===== config.mk =====
export PLATFORM = sky130hd
export DESIGN_NAME = gpio8_port
export DESIGN_NICKNAME = d
export VERILOG_FILES = /design/src/rtl/gpio8_pkg.sv /design/src/rtl/gpio8_regs.sv /design/src/rtl/gpio8_sync.sv /design/src/rtl/gpio8_pinmux.sv /design/src/rtl/gpio8_port.sv
export SDC_FILE = /design/constraint.sdc
export NUM_CORES = 1
export LEC_CHECK = 0
export BUFFER_PORTS_ARGS = -buffer_cell sky130_fd_sc_hd__buf_2
export CAP_MARGIN = 20
export CORE_AREA = 2 2 82 84
export CTS_BUF_LIST = sky130_fd_sc_hd__clkbuf_16
export DETAILED_ROUTE_END_ITERATION = 16
export DIE_AREA = 0 0 84 86
export PLACE_DENSITY_LB_ADDON = 0.25
export SLEW_MARGIN = 20
export SYNTH_ARGS = -nofsm -noshare
export SYNTH_HDL_FRONTEND = slang
export SYNTH_HIERARCHICAL = 1
export SYNTH_SLANG_ARGS = --single-unit

===== constraint.sdc =====
create_clock -name clk -period 1.7 [get_ports clk]
set_clock_uncertainty 0.2 [all_clocks]
set_input_delay 0.085 -clock clk [delete_from_list [all_inputs] [get_ports clk]]
set_output_delay 0.085 -clock clk [all_outputs]
set_load 0.03 [all_outputs]

===== src/rtl/gpio8_pkg.sv =====
package gpio8_pkg;
    localparam int unsigned PIN_W  = 8;
    localparam int unsigned SEL_W  = 2;

    typedef enum logic [SEL_W-1:0] {
        SEL_DATA  = 2'd0,
        SEL_DIR   = 2'd1,
        SEL_DRIVE = 2'd2,
        SEL_PINS  = 2'd3
    } reg_sel_e;

    typedef struct packed {
        logic [PIN_W-1:0] data;
        logic [PIN_W-1:0] dir;
        logic [PIN_W-1:0] drive;
    } port_regs_t;
endpackage


===== src/rtl/gpio8_regs.sv =====
module gpio8_regs
    import gpio8_pkg::*;
#(
    parameter int unsigned W = PIN_W
) (
    input  logic             clk,
    input  logic             rst_n,
    input  logic             we,
    input  logic [SEL_W-1:0] sel,
    input  logic [W-1:0]     wdata,
    output logic [W-1:0]     data_o,
    output logic [W-1:0]     dir_o,
    output logic [W-1:0]     drive_o
);
    typedef struct packed {
        logic [W-1:0] data;
        logic [W-1:0] dir;
        logic [W-1:0] drive;
    } state_t;

    state_t state_d, state_q;

    always_comb begin
        state_d = state_q;
        if (we) begin
            unique case (reg_sel_e'(sel))
                SEL_DATA:  state_d.data  = wdata;
                SEL_DIR:   state_d.dir   = wdata;
                SEL_DRIVE: state_d.drive = wdata;
                default:   state_d       = state_q;
            endcase
        end
    end

    always_ff @(posedge clk or negedge rst_n) begin
        if (!rst_n) state_q <= '0;
        else        state_q <= state_d;
    end

    assign data_o  = state_q.data;
    assign dir_o   = state_q.dir;
    assign drive_o = state_q.drive;
endmodule


===== src/rtl/gpio8_sync.sv =====
module gpio8_sync #(
    parameter int unsigned W      = 8,
    parameter int unsigned STAGES = 2
) (
    input  logic         clk,
    input  logic         rst_n,
    input  logic [W-1:0] async_i,
    output logic [W-1:0] sync_o
);
    localparam int unsigned LAST = STAGES - 1;

    logic [STAGES-1:0][W-1:0] chain_d, chain_q;

    always_comb begin
        chain_d[0] = async_i;
        for (int s = 1; s < STAGES; s++) begin
            chain_d[s] = chain_q[s-1];
        end
    end

    always_ff @(posedge clk or negedge rst_n) begin
        if (!rst_n) chain_q <= '0;
        else        chain_q <= chain_d;
    end

    assign sync_o = chain_q[LAST];
endmodule


===== src/rtl/gpio8_pinmux.sv =====
module gpio8_pinmux #(
    parameter int unsigned W = 8
) (
    input  logic [W-1:0] dir_i,
    input  logic [W-1:0] data_i,
    input  logic [W-1:0] ovr_en_i,
    input  logic [W-1:0] ovr_val_i,
    output logic [W-1:0] oe_o,
    output logic [W-1:0] out_o
);
    for (genvar p = 0; p < W; p++) begin : g_pin
        always_comb begin
            if (ovr_en_i[p]) begin
                oe_o[p]  = 1'b1;
                out_o[p] = ovr_val_i[p];
            end else begin
                oe_o[p]  = dir_i[p];
                out_o[p] = data_i[p];
            end
        end
    end
endmodule


===== src/rtl/gpio8_port.sv =====
module gpio8_port
    import gpio8_pkg::*;
#(
    parameter int unsigned W           = PIN_W,
    parameter int unsigned SYNC_STAGES = 2
) (
    input  logic             clk,
    input  logic             rst_n,
    input  logic             reg_we,
    input  logic [SEL_W-1:0] reg_sel,
    input  logic [W-1:0]     reg_wdata,
    output logic [W-1:0]     reg_rdata,
    input  logic [W-1:0]     tmr_oc_en,
    input  logic [W-1:0]     tmr_oc_val,
    input  logic [W-1:0]     pin_in,
    output logic [W-1:0]     pad_oe,
    output logic [W-1:0]     pad_out,
    output logic [W-1:0]     pad_lowdrv,
    output logic [W-1:0]     tmr_ic_tap
);
    logic [W-1:0] data_q, dir_q, drive_q, pin_sync;

    gpio8_regs #(.W(W)) i_regs (
        .clk     (clk),
        .rst_n   (rst_n),
        .we      (reg_we),
        .sel     (reg_sel),
        .wdata   (reg_wdata),
        .data_o  (data_q),
        .dir_o   (dir_q),
        .drive_o (drive_q)
    );

    gpio8_sync #(.W(W), .STAGES(SYNC_STAGES)) i_sync (
        .clk     (clk),
        .rst_n   (rst_n),
        .async_i (pin_in),
        .sync_o  (pin_sync)
    );

    gpio8_pinmux #(.W(W)) i_mux (
        .dir_i     (dir_q),
        .data_i    (data_q),
        .ovr_en_i  (tmr_oc_en),
        .ovr_val_i (tmr_oc_val),
        .oe_o      (pad_oe),
        .out_o     (pad_out)
    );

    assign pad_lowdrv = drive_q;
    assign tmr_ic_tap = pin_in;

    always_comb begin
        unique case (reg_sel_e'(reg_sel))
            SEL_DATA:  reg_rdata = (pad_oe & data_q) | (~pad_oe & pin_sync);
            SEL_DIR:   reg_rdata = dir_q;
            SEL_DRIVE: reg_rdata = drive_q;
            default:   reg_rdata = pin_sync;
        endcase
    end
endmodule


-- After elaboration in Yosys (flattened, before gate mapping)
Cells that the tools add are included.
- equality and inequality tests: 2
- multiplexer cells: 17
- bitwise logic cells: 4
- reduce and logical (&&, ||, !) cells: 4
- operator list (cell ; number):
    case mux 8 bit (3 select lines) ; 1
    bitwise AND 8 bit ; 2
    two-way mux 1 bit ; 16
    NOT 8 bit ; 1
    bitwise OR 8 bit ; 1
    AND reduction 2 bit ; 3
    equality test 2 x 1 -> 1 bit (second input constant) ; 1
    equality test 2 bit (second input constant) ; 1
    logical NOT 2 bit ; 1
- bits in registers: 40
- input port bits: 37

-- Depth between registers and ports, before layout
- depth after elaboration: 5
- depth in mapped cells: 3
- mapped depth without buffers: 3

-- By module
Netlist, hierarchy kept.
- modules (own cells, without submodules) (module ; times used ; cells each ; area each (µm²)):
    gpio8_regs ; 1 ; 51 ; 912.1
    gpio8_sync ; 1 ; 16 ; 400.4
    gpio8_port ; 1 ; 26 ; 369.1
    gpio8_pinmux ; 1 ; 16 ; 170.2

-- Worst setup path after synthesis
No wires, ideal clock.
- kind: reg2out
- from: register i_regs.state_q, in the netlist i_regs/dir_o[0]
- to: output reg_rdata[0]
- arrival time: 1.589 ns
- slack: -0.174 ns
- cell stages (with the launch flop): 4
- path through: dfrtp_1 or2_1 mux2_4 mux4_2
- word-level cells in the longest chain between the ends: 5
- elaborated cells on any way between the ends: 6
- ends and longest elaborated chain (what ; RTL line ; RTL):
    from (decl) ; gpio8_regs.sv:21 ; state_t state_d, state_q;
    from (signal assigned) ; gpio8_regs.sv:37 ; else state_q <= state_d;
    two-way mux 1 bit * ; gpio8_pinmux.sv:13 ; if (ovr_en_i[p]) begin
    net pad_oe[0] ; gpio8_port.sv:16 ; output logic [W-1:0] pad_oe,
    NOT 8 bit ; gpio8_port.sv:55 ; SEL_DATA: reg_rdata = (pad_oe & data_q) | (~pad_oe & pin_sync);
    bitwise AND 8 bit ; gpio8_port.sv:55 ;
    bitwise OR 8 bit * ; gpio8_port.sv:55 ;
    case mux 8 bit (3 select lines) * ; gpio8_port.sv:54 ; unique case (reg_sel_e'(reg_sel))
    to (decl) ; gpio8_port.sv:12 ; output logic [W-1:0] reg_rdata,
The timed path passes the listed nets; every way through them passes the cells marked *.

-- Worst setup path after layout
- from: register i_regs.state_q, in the netlist i_regs/dir_o[1]
- to: output reg_rdata[1]
- word-level cells in the longest chain between the ends: 5
- elaborated cells on any way between the ends: 6
- ends and longest elaborated chain (what ; RTL line):
    two-way mux 1 bit ; gpio8_pinmux.sv:13
    NOT 8 bit ; gpio8_port.sv:55
    bitwise AND 8 bit ; gpio8_port.sv:55
    bitwise OR 8 bit ; gpio8_port.sv:55
    case mux 8 bit (3 select lines) * ; gpio8_port.sv:54
Mark *: on every way between the ends. The rest lies on a longest branch, timed or not.

==> results by group <==
Status
  – Status: finished with violations
  – Failing checks: negative setup slack

Global route
  – Initial antenna violation count: 0
  – Number of global-route vias before repair: 1392
  – Total congestion overflow: 0
  – Largest net degree at the start of global routing: 23
  – GRT Total Usage: 12.5%
  – First-pass GRT wire length: 7020 µm

Placement
  – GPL Wtd Cong: 0.684
  – Detailed Place HPWL: 3090 µm
  – I/O Buffers: 76
  – Dpl cell area: 0.00234 mm²
  – Placed Cells: 259

Timing
  – Setup violators final: 8
  – Setup TNS: -3080 ps
  – Fin worst setup slack: -405 ps
  – Fin. max-slew vios: 0
  – Minimum clock period after layout: 2100 ps
  – Hold Fails Final Rpt: 0
  – Slew Limit Headroom: 69.2%
  – Fin crit share: 124%
  – RSZ-0062 raised after global routing: yes
  – Worst-margin pin slew: 462 ps
  – Upper clock frequency limit: 0.475 GHz

Yosys
  – Post-synth net total: 146
  – Top-area cell type share of the netlist area: 54.1%
  – Yosys reg bits: 40
  – Post-Synth XOR/XNOR Area: 0%
  – Synth Area in Adders: 0%
  – Largest cells by area after synthesis: dfrtp_1, mux2_2, mux2_4, mux4_2, buf_4
  – Synth cell types: 10
  – Mux share of post-synthesis cell area: 37.3%
  – Register area share after synthesis: 54.1%
  – Synth Area per Inst: 17.0 µm²
  – Main combinational cell family by area after synthesis: multiplexers
  – Compound-cell area share of the yosys netlist: 0%
  – Largest area contributor in the netlist: dfrtp_1
  – Area share of and/or/nand/nor cells after synthesis: 4.93%
  – Synth warn: 6
  – Synthesized cell area: 0.00185 mm²
  – Cells after synthesis: 109

Floorplanning
  – Die Span Y: 86 µm
  – Core Box Area: 0.00628 mm²
  – Chip Width: 84 µm
  – Core Rows: 29
  – Die Area: 0.00722 mm²
  – I/O pins: 77
  – Initial Util: 29.5%

Final layout
  – Layout net count: 250
  – Ant. Diodes: 0
  – Non-filler cells, final: 290
  – Design area: 0.00275 mm²
  – Final Util: 43.8%
  – Proportion of layout cells with a drive suffix above 1: 72.8%
  – Filler Cell Count: 582
  – Synth-to-Final Area Change: 48.6%

Hold path
  – HP Class: primary input to asynchronous set/reset pin

Routing
  – ANT nets after route: 0
  – Drt total wl: 4230 µm
  – Initial drt markers: 23
  – Detailed-route DRC error count: 0
  – Drt first pass iters: 4
  – Average wire per standard cell: 14.6 µm
  – Via Count: 1296
  – Via density: 4.47

CTS
  – Clock Latency Late Sink: 270 ps
  – CTS tree: done
  – H-tree depth: 2
  – CTS buffer count: 5
  – Largest buffer count on any clock path: 2
  – Root Driver: clkbuf_16
  – CTS Sinks: 40
  – Worst-path clk slew: 50 ps

Power
  – Leak pwr: 1.33 nW
  – Pwr per Cell Area: 1100 mW/mm²
  – VDD IR max: 606 µV
  – Total Power: 3.04 mW

Setup path
  – CP Data Arrival Time: 1820 ps
  – Crit end category: output pin
  – Crit Path Class: flip-flop to output pin
  – Worst r2r src: i_regs/dir_o[2]
  – Startpoint types: flip-flop
  – Required @ worst endpoint: 1410 ps
  – Reg2Reg Capture Point: i_regs/dir_o[2]
  – FF-to-FF setup slack: 500 ps
  – Worst-path fanout max: 3
  – Worst Setup SP: i_regs/dir_o[1]
  – FF-to-FF path depth: 3

Run
  – Max_cap viols: 0
what timing repair did:
item,in CTS,in global routing
resized for setup,16,0
setup endpoints to repair,8,8
endpoints found under the hold margin,72,0
setup buffers,4,3
hold buffers,17,0
critical path: stages, from the launching register on:
cell and delay (ps):
dfrtp_1 390, or2_4 240, mux2_4 290, mux4_2 470, buf_6 160
metrics by stage:
stage	worst slack (ps)	hold slack (ps)
2_1_floorplan	-82.0	-411
6_report	-405	93.5
3_5_place_dp	-140	-126
5_1_grt	-444	156
3_3_place_gp	-143	-130
4_1_cts	-415	112
layer usage:
metal | wire length (µm) | vias up | global-route usage (%)
met3 | 195 | 2 | 3.08
li1 | - | 600 | -
met1 | 1790 | 648 | 15.9
met2 | 2210 | 46 | 21.4
met4 | 24 | 0 | 3.52
met5 | 0 | - | 0
final cells by class:
| type | instances | area [µm²] | share of cell area (%) |
|---|---|---|---|
| clock inverters | 2 | 8.76 | 0.318 |
| repair buffers | 107 | 718 | 26.1 |
| multi-input cells | 59 | 802 | 29.1 |
| flip-flops and latches | 40 | 1000 | 36.4 |
| clock buffers | 5 | 125 | 4.55 |
| well taps | 77 | 96.3 | 3.50 |
power by group:
part | total (mW) | leakage (nW) | internal [mW] | switching, mW
clock | 0.855 | 0.0709 | 0.526 | 0.329
sequential | 1.17 | 0.470 | 1.08 | 0.0873
combinational | 1.02 | 0.787 | 0.521 | 0.495
total | 3.04 | 1.33 | 2.13 | 0.911
placed cells by master, fill, tap and decap left out, drive strengths merged:
cell type / n
clkbuf: 5
dlygate4sd3: 17
inv: 1
buf: 90
dfrtp: 40
mux4: 8
or2: 8
nand3b: 2
nor3b: 1
mux2: 40
clkinv: 1
registers in the layout, summed over array words and instances, names as in the netlist:
name,flops
i_sync/chain_d,8
i_regs/drive_o,8
i_sync/sync_o,8
i_regs/dir_o,8
i_regs/data_o,8
worst max path at each step:
| stage | endpoint | slack, ps |
|---|---|---|
| after floorplan | reg_rdata[0] | -80 |
| after global placement | reg_rdata[4] | -140 |
| after detailed placement | reg_rdata[4] | -140 |
| after CTS | reg_rdata[4] | -420 |
| after global routing | reg_rdata[4] | -440 |
| final | reg_rdata[1] | -400 |
cells by family (layout without fill, tap and decap cells):
| family | after synthesis | after routing |
|---|---|---|
| simple gates | 11 | 11 |
| mux | 48 | 48 |
| flops | 40 | 40 |
| buf+inv | 10 | 114 |
cells in the mapped netlist:
cell,n
buf_1,1
buf_2,1
buf_4,8
dfrtp_1,40
mux2_2,24
mux2_4,16
mux4_2,8
nand3b_2,2
nor3b_4,1
or2_1,8
Power figures use the tool's default switching activity.
